<file path="src/rtl/calib_seq_pkg.sv">
package calib_seq_pkg;

    typedef enum logic [3:0] {
        ST_IDLE,
        ST_APPLY,
        ST_RUN,
        ST_STOPW,
        ST_EVAL,
        ST_DSENS,
        ST_WSENS,
        ST_CHECK,
        ST_DSTEP,
        ST_WSTEP,
        ST_DNOM,
        ST_WNOM,
        ST_DONE,
        ST_FAIL
    } cal_state_t;

    localparam logic [1:0] PH_TOP  = 2'd0;
    localparam logic [1:0] PH_BOT  = 2'd1;
    localparam logic [1:0] PH_ITER = 2'd2;

endpackage

</file>
<file path="src/rtl/calib_sdiv.sv">
// Signed restoring divider, one quotient bit per cycle, truncates toward zero.
module calib_sdiv #(
    parameter int W = 34
) (
    input  logic                clk,
    input  logic                rst_n,
    input  logic                start,
    input  logic signed [W-1:0] num,
    input  logic signed [W-1:0] den,
    output logic                busy,
    output logic                done,
    output logic signed [W-1:0] quot
);
    localparam int CNW = $clog2(W + 1);

    logic [W-1:0]   rem_q, quo_q, dv_q;
    logic [CNW-1:0] cnt_q;
    logic           neg_q, run_q, done_q;
    logic [W-1:0]   quot_q;

    logic [W-1:0]   num_mag, den_mag;
    logic [W:0]     trial;
    logic [W-1:0]   rem_n, quo_n;

    always_comb begin
        num_mag = num[W-1] ? W'(-num) : W'(num);
        den_mag = den[W-1] ? W'(-den) : W'(den);
        trial   = {rem_q, quo_q[W-1]} - {1'b0, dv_q};
        if (!trial[W]) begin
            rem_n = trial[W-1:0];
            quo_n = {quo_q[W-2:0], 1'b1};
        end else begin
            rem_n = {rem_q[W-2:0], quo_q[W-1]};
            quo_n = {quo_q[W-2:0], 1'b0};
        end
    end

    always_ff @(posedge clk or negedge rst_n) begin
        if (!rst_n) begin
            rem_q  <= '0;
            quo_q  <= '0;
            dv_q   <= '0;
            cnt_q  <= '0;
            neg_q  <= 1'b0;
            run_q  <= 1'b0;
            done_q <= 1'b0;
            quot_q <= '0;
        end else if (start && !run_q) begin
            rem_q  <= '0;
            quo_q  <= num_mag;
            dv_q   <= den_mag;
            neg_q  <= num[W-1] ^ den[W-1];
            cnt_q  <= CNW'(W);
            run_q  <= 1'b1;
            done_q <= 1'b0;
        end else if (run_q) begin
            rem_q <= rem_n;
            quo_q <= quo_n;
            cnt_q <= cnt_q - 1'b1;
            if (cnt_q == CNW'(1)) begin
                run_q  <= 1'b0;
                done_q <= 1'b1;
                quot_q <= neg_q ? (~quo_n + 1'b1) : quo_n;
            end
        end else begin
            done_q <= 1'b0;
        end
    end

    assign busy = run_q;
    assign done = done_q;
    assign quot = $signed(quot_q);
endmodule

</file>
<file path="src/rtl/calib_run_guard.sv">
// Flags a run that has drifted too far or lasted too long.
module calib_run_guard #(
    parameter int DVW      = 16,
    parameter int DEV_LIM  = 256,
    parameter int RUN_SECS = 256
) (
    input  logic                  clk,
    input  logic                  rst_n,
    input  logic                  clr,
    input  logic                  active,
    input  logic                  tick,
    input  logic signed [DVW-1:0] dev,
    output logic                  hit
);
    localparam int TCW = $clog2(RUN_SECS + 1);
    localparam logic signed [DVW-1:0] LIM_P = DVW'(DEV_LIM);
    localparam logic signed [DVW-1:0] LIM_N = -LIM_P;
    localparam logic [TCW-1:0] SECS = TCW'(RUN_SECS);

    logic [TCW-1:0] secs_q;

    always_ff @(posedge clk or negedge rst_n) begin
        if (!rst_n)
            secs_q <= '0;
        else if (clr)
            secs_q <= '0;
        else if (active && tick && (secs_q < SECS))
            secs_q <= secs_q + 1'b1;
    end

    assign hit = active && ((dev > LIM_P) || (dev < LIM_N) || (secs_q >= SECS));
endmodule

</file>
<file path="src/rtl/calib_seq.sv">
module calib_seq
    import calib_seq_pkg::*;
#(
    parameter int CW       = 12,
    parameter int EW       = 12,
    parameter int FRAC     = 8,
    parameter int DVW      = 16,
    parameter int DEV_LIM  = 256,
    parameter int RUN_SECS = 256,
    parameter int MAX_ITER = 32,
    parameter int CMIN     = 0,
    parameter int CMAX     = 4095
) (
    input  logic                     clk,
    input  logic                     rst_n,
    input  logic                     start_i,
    input  logic                     tick_i,
    input  logic signed [DVW-1:0]    dev_i,
    input  logic                     meas_valid_i,
    input  logic signed [EW-1:0]     meas_err_i,
    output logic [CW-1:0]            ctrl_o,
    output logic                     meas_start_o,
    output logic                     meas_stop_o,
    output logic                     busy_o,
    output logic                     done_o,
    output logic                     fail_o,
    output logic signed [CW+FRAC+1:0] sens_o,
    output logic [CW-1:0]            nom_o
);
    localparam int DW  = CW + EW + FRAC + 2;
    localparam int SW  = CW + FRAC + 2;
    localparam int ITW = $clog2(MAX_ITER + 1);
    localparam logic signed [DW-1:0] CMIN_X   = DW'(CMIN);
    localparam logic signed [DW-1:0] CMAX_X   = DW'(CMAX);
    localparam logic signed [DW-1:0] SENS_NUM = DW'((CMAX - CMIN) * (2 ** FRAC));
    localparam logic signed [DW-1:0] ONE_P    = DW'(1);
    localparam logic signed [DW-1:0] ONE_N    = -ONE_P;

    cal_state_t state_q, state_n;

    logic [CW-1:0]        ctrl_q, ca_q, cb_q, nom_q;
    logic signed [EW-1:0] ea_q, eb_q, m_q;
    logic [1:0]           phase_q;
    logic [ITW-1:0]       iter_q;
    logic signed [SW-1:0] sens_q;
    logic                 sel_a_q;

    logic signed [DW-1:0] ca_x, cb_x, ea_x, eb_x, mag_a, mag_b;
    logic signed [DW-1:0] cl_x, cs_x, el_x, es_x;
    logic signed [DW-1:0] dv_num, dv_den, dv_q;
    logic                 a_big, sel_l, conv, eq_err, cap_hit;
    logic                 dv_start, dv_busy, dv_done, guard_hit;
    logic [CW:0]          mid_sum;

    function automatic logic [CW-1:0] clampc(input logic signed [DW-1:0] v);
        if (v < CMIN_X)      return CW'(CMIN);
        else if (v > CMAX_X) return CW'(CMAX);
        else                 return v[CW-1:0];
    endfunction

    // ---------------- derived values ----------------
    always_comb begin
        ca_x    = DW'({1'b0, ca_q});
        cb_x    = DW'({1'b0, cb_q});
        ea_x    = DW'(ea_q);
        eb_x    = DW'(eb_q);
        mag_a   = ea_x[DW-1] ? -ea_x : ea_x;
        mag_b   = eb_x[DW-1] ? -eb_x : eb_x;
        a_big   = (mag_a >= mag_b);
        sel_l   = (state_q == ST_WSTEP) ? sel_a_q : a_big;
        cl_x    = sel_l ? ca_x : cb_x;
        cs_x    = sel_l ? cb_x : ca_x;
        el_x    = sel_l ? ea_x : eb_x;
        es_x    = sel_l ? eb_x : ea_x;
        conv    = (ea_x >= ONE_N) && (ea_x <= ONE_P) && (eb_x >= ONE_N) && (eb_x <= ONE_P);
        eq_err  = (ea_q == eb_q);
        cap_hit = (iter_q >= ITW'(MAX_ITER));
        mid_sum = {1'b0, ca_q} + {1'b0, cb_q};
    end

    // ---------------- shared divider ----------------
    always_comb begin
        dv_num   = '0;
        dv_den   = ONE_P;
        dv_start = 1'b0;
        case (state_q)
            ST_DSENS: begin
                dv_num   = SENS_NUM;
                dv_den   = ea_x - eb_x;
                dv_start = !eq_err && !dv_busy;
            end
            ST_DSTEP: begin
                dv_num   = el_x * (cl_x - cs_x);
                dv_den   = (el_x - es_x) <<< 1;
                dv_start = !dv_busy;
            end
            ST_DNOM: begin
                dv_num   = ea_x * (ca_x - cb_x);
                dv_den   = ea_x - eb_x;
                dv_start = !dv_busy;
            end
            default: ;
        endcase
    end

    calib_sdiv #(.W(DW)) div_i (
        .clk   (clk),
        .rst_n (rst_n),
        .start (dv_start),
        .num   (dv_num),
        .den   (dv_den),
        .busy  (dv_busy),
        .done  (dv_done),
        .quot  (dv_q)
    );

    calib_run_guard #(.DVW(DVW), .DEV_LIM(DEV_LIM), .RUN_SECS(RUN_SECS)) guard_i (
        .clk    (clk),
        .rst_n  (rst_n),
        .clr    (state_q == ST_APPLY),
        .active (state_q == ST_RUN),
        .tick   (tick_i),
        .dev    (dev_i),
        .hit    (guard_hit)
    );

    // ---------------- state register ----------------
    always_ff @(posedge clk or negedge rst_n) begin
        if (!rst_n) state_q <= ST_IDLE;
        else        state_q <= state_n;
    end

    // ---------------- next state ----------------
    always_comb begin
        state_n = state_q;
        unique case (state_q)
            ST_IDLE, ST_DONE, ST_FAIL:
                if (start_i) state_n = ST_APPLY;
            ST_APPLY: state_n = ST_RUN;
            ST_RUN:
                if (meas_valid_i)   state_n = ST_EVAL;
                else if (guard_hit) state_n = ST_STOPW;
            ST_STOPW:
                if (meas_valid_i) state_n = ST_EVAL;
            ST_EVAL:
                if (phase_q == PH_TOP)      state_n = ST_APPLY;
                else if (phase_q == PH_BOT) state_n = ST_DSENS;
                else                        state_n = ST_CHECK;
            ST_DSENS:
                if (eq_err)        state_n = ST_FAIL;
                else if (!dv_busy) state_n = ST_WSENS;
            ST_WSENS:
                if (dv_done) state_n = ST_CHECK;
            ST_CHECK:
                if (conv)         state_n = eq_err ? ST_DONE : ST_DNOM;
                else if (cap_hit) state_n = ST_FAIL;
                else if (eq_err)  state_n = ST_FAIL;
                else              state_n = ST_DSTEP;
            ST_DSTEP:
                if (!dv_busy) state_n = ST_WSTEP;
            ST_WSTEP:
                if (dv_done) state_n = ST_APPLY;
            ST_DNOM:
                if (!dv_busy) state_n = ST_WNOM;
            ST_WNOM:
                if (dv_done) state_n = ST_DONE;
            default: state_n = ST_IDLE;
        endcase
    end

    // ---------------- datapath registers ----------------
    always_ff @(posedge clk or negedge rst_n) begin
        if (!rst_n) begin
            ctrl_q  <= CW'(CMIN);
            ca_q    <= '0;
            cb_q    <= '0;
            ea_q    <= '0;
            eb_q    <= '0;
            m_q     <= '0;
            phase_q <= PH_TOP;
            iter_q  <= '0;
            sens_q  <= '0;
            nom_q   <= '0;
            sel_a_q <= 1'b0;
        end else begin
            unique case (state_q)
                ST_IDLE, ST_DONE, ST_FAIL:
                    if (start_i) begin
                        ctrl_q  <= CW'(CMAX);
                        phase_q <= PH_TOP;
                        iter_q  <= '0;
                        sens_q  <= '0;
                        nom_q   <= '0;
                    end
                ST_RUN, ST_STOPW:
                    if (meas_valid_i) m_q <= meas_err_i;
                ST_EVAL:
                    if (phase_q == PH_TOP) begin
                        ca_q    <= ctrl_q;
                        ea_q    <= m_q;
                        ctrl_q  <= CW'(CMIN);
                        phase_q <= PH_BOT;
                    end else if (phase_q == PH_BOT) begin
                        cb_q    <= ctrl_q;
                        eb_q    <= m_q;
                        phase_q <= PH_ITER;
                    end else begin
                        if (a_big) begin
                            ca_q <= ctrl_q;
                            ea_q <= m_q;
                        end else begin
                            cb_q <= ctrl_q;
                            eb_q <= m_q;
                        end
                        iter_q <= iter_q + 1'b1;
                    end
                ST_WSENS:
                    if (dv_done) sens_q <= dv_q[SW-1:0];
                ST_CHECK:
                    if (conv && eq_err) nom_q <= mid_sum[CW:1];
                ST_DSTEP:
                    sel_a_q <= a_big;
                ST_WSTEP:
                    if (dv_done) ctrl_q <= clampc(cl_x - dv_q);
                ST_WNOM:
                    if (dv_done) nom_q <= clampc(ca_x - dv_q);
                default: ;
            endcase
        end
    end

    // ---------------- outputs ----------------
    always_comb begin
        ctrl_o       = ctrl_q;
        meas_start_o = (state_q == ST_APPLY);
        meas_stop_o  = (state_q == ST_RUN) && guard_hit && !meas_valid_i;
        busy_o       = !(state_q inside {ST_IDLE, ST_DONE, ST_FAIL});
        done_o       = (state_q == ST_DONE);
        fail_o       = (state_q == ST_FAIL);
        sens_o       = sens_q;
        nom_o        = nom_q;
    end
endmodule

</file>
<file path="config.mk">
export PLATFORM = sky130hd
export DESIGN_NAME = calib_seq
export DESIGN_NICKNAME = d
export VERILOG_FILES = /design/src/rtl/calib_seq_pkg.sv /design/src/rtl/calib_sdiv.sv /design/src/rtl/calib_run_guard.sv /design/src/rtl/calib_seq.sv
export SDC_FILE = /design/constraint.sdc
export NUM_CORES = 2
export LEC_CHECK = 0
export ABC_CLOCK_PERIOD_IN_PS = 24100
export CAP_MARGIN = 20
export CORE_AREA = 2 2 244 246
export CTS_CLUSTER_DIAMETER = 80
export DETAILED_ROUTE_END_ITERATION = 16
export DIE_AREA = 0 0 246 248
export PLACE_DENSITY = 0.84
export REMOVE_ABC_BUFFERS = 1
export SETUP_SLACK_MARGIN = 0.15
export SLEW_MARGIN = 20
export SYNTH_ARGS = -nofsm -noshare
export SYNTH_HDL_FRONTEND = slang
export SYNTH_SLANG_ARGS = --single-unit
</file>
<file path="constraint.sdc">
create_clock -name clk -period 24.1 [get_ports clk]
set_input_delay 6.025 -clock clk [delete_from_list [all_inputs] [get_ports clk]]
set_output_delay 6.025 -clock clk [all_outputs]
set_load 0.01 [all_outputs]
</file>
==> impl_metrics.ini <==
[global_route]
grt_pass1_wl_mm = 160.7
grt_pass1_vias = 30660
grtUsageTotal_pct = 32.98
antenna_found_initial = 1
grt_overflow = 0
grt_max_degree = 101

[worst_setup_path]
cp.arrival_ns = 14.46
r2r-end = div_i.quo_q[3]
cp_max_fo = 35
path_common_cell = fa_1
cpMaxStageDelayCell = nand3_2
required_ns = 24.55
endpoint_kind = flop
cpLargestDelayFamily = adder cells
rr_worst_depth = 47
r2r-start = ea_q[0]
crit_buf_inv = 6
r2r_slack_ns = 10.09
cp_slowest_stage_delay_ns = 0.66
cp-start-kind = flop
criticalPathCategory = flop to flop

[sta]
worst_slew_pin_slew_ns = 1.112
finalSetupViolations = 0
rsz0062_at_grt = no
slew_headroom_pct = 25.85
hold_viol = 0
fin_tns_setup_ns = 0
period_share_pct = 58.11
drv_slew = 0
fmax_ghz = 0.07140
clock_skew_ns = 0.02352
final.min_clock_period_ns = 14.01

[clock_tree]
cts_resized = 0
clockBufferDepth = 3
cts_setup_buffers = 0
clkLatencyLatePin_ns = 0.61
clock_sink_count = 273
cts_tree = done
cts_root_buf = clkbuf_16
hold_buffers = 0
h-tree-depth = 1
numCtsBuffers = 30
clk_pin_slew_ns = 0.06

[yosys]
syn_inst = 4176
synthTopCellsByArea = dfrtp_1, fa_1, ha_1, nand2_1, inv_1
yosysTopAreaCell = dfrtp_1
ys_ff_latch = 273
synth_cell_types = 101
yosys.area.top_type_share_pct = 19.74
yosysWarnings = 0
synth_common_cells = nand2_1, inv_1, fa_1, o21ai_0, ha_1
syn_avg_cell_area_um2 = 8.287
synth_edf_count = 0
netlist_area_um2 = 34610
synth-seq-area-share_pct = 19.74
async_reset_ff_share_pct = 100.0
synth_most_common_cell = nand2_1
synth_ff_type = dfrtp_1

[min_path]
hold_path_depth = 2
min_from = sens_o[4]
hold_end = sens_o[4]
hold_path.class = flop to flop

[layout]
diodes = 0
seq_area_um2 = 6833
fillers = 4850
fin_nets = 4822
area_growth_pct = 8.308
multi_input_area_um2 = 25330
drive_gt1_share_pct = 5.311

[job]
cap_violations = 0

[floorplanning]
start_util_pct = 59.20
die_h_um = 248
num_rows = 89
die_w_um = 246
dieArea_um2 = 61010
pin_count = 84
core_region_area_um2 = 58460

[detailed_routing]
drtIter0Drc = 3139
drt-wirelength-per-cell_um = 19.90
drcViolationCount = 0
dr_total_vias = 31180
wl_mm = 99.32
via_per_inst = 6.247
drt-pass1-iter-count = 6
detail-route-antenna-nets = 0

[place]
io_buffer_count = 83
dp_hpwl_mm = 75.92
gp_congestion = 0.9829

[status]
status = finished clean
-- worst min-delay path, delay by kind of cell, from the launching register on --
kind	cells	cell delay (ns)
compound gates	1	0.06
flops	1	0.34
simple gates	1	0.05
-- worst max-delay path by stage --
stage / start / endpoint / cells past startpoint
3_3_place_gp: dev_i[0] / meas_stop_o / 7
3_5_place_dp: dev_i[0] / meas_stop_o / 7
4_1_cts: dev_i[0] / meas_stop_o / 7
6_report: ea_q[0] / div_i.quo_q[3] / 47
5_1_grt: ea_q[0] / div_i.quo_q[3] / 47
2_1_floorplan: ea_q[5] / div_i.quo_q[3] / 43
-- routing by layer --
layer / track usage [%] / up-vias / share of wire, %
met4: 16.92 / 2 / 5.7
met2: 53.68 / 1551 / 46
met1: 43.12 / 15120 / 40
met5: 0 / - / 0.017
met3: 4.520 / 325 / 9.0
li1: - / 14180 / -
-- registers in the layout, summed over array words and instances (netlist names), 2 cells and up --
| name | flops |
|---|---|
| div_i.quo_q | 34 |
| sens_o | 22 |
| eb_q | 12 |
| ea_q | 12 |
| div_i.rem_q | 34 |
| phase_q | 2 |
| ctrl_o | 12 |
| iter_q | 6 |
| ca_q | 12 |
| div_i.cnt_q | 6 |
| guard_i.secs_q | 9 |
| div_i.dv_q | 34 |
| cb_q | 12 |
| state_q | 4 |
| div_i.quot | 34 |
| nom_o | 12 |
| m_q | 12 |
-- per-stage QoR --
stage               worst slack [ns]  instances  hold slack [ns]  cell area [um2]  utilization, %
floorplan                      10.92       4009           0.4485            33950               -
global placement               10.17       4935           0.4597            36350           62.18
detailed placement             10.13       4935           0.4689            36350           62.18
CTS                            10.12       4990           0.4834            37450           64.07
global route                   9.430       4991           0.5008            37480           64.11
finish                         10.09       4991           0.4777            37480           64.11
-- cell type report --
type                            count  share of cell area (%)
Clock buffer                       36                   2.170
Timing Repair Buffer              154                   3.705
Inverter                          496                   4.967
Clock inverter                     19                  0.7678
Sequential cell                   273                   18.23
Tap cell                          773                   2.580
Multi-Input combinational cell   3240                   67.58
-- logic make-up after synthesis --
family	count (synthesis)	synth area share [%]
xor gates and xnor gates	232	5.872
other	2	0.02170
muxes	59	1.876
AOI/OAI and AO/OA	1014	18.67
adders and majority gates	594	28.33
and+or+nand+nor	1299	17.79
buffers and inverters	703	7.704
DFF	273	19.74
-- placed cells by master (no fill, tap or decap), drive strengths merged, types with 16 or more instances in the layout --
cell             n
or3             31
a21boi          23
xor2            84
nor2           266
o21a            27
a41oi           16
inv            493
clkdlybuf4s50   82
or4             25
buf             72
a211oi          25
nand4           41
nand2b          60
xnor2          148
nor4            25
conb            42
nor3            61
o31ai           39
clkbuf          36
a31oi           59
dfrtp          273
and3            38
a21o            66
mux2            44
nand2          523
nand3           74
a21oi          244
ha             278
o21bai          20
nor2b           43
fa             316
and2            63
o21ai          307
o211ai          33
Power is not shown: default switching activity piles up to over one toggle a cycle in this logic, so the estimate is an artifact.
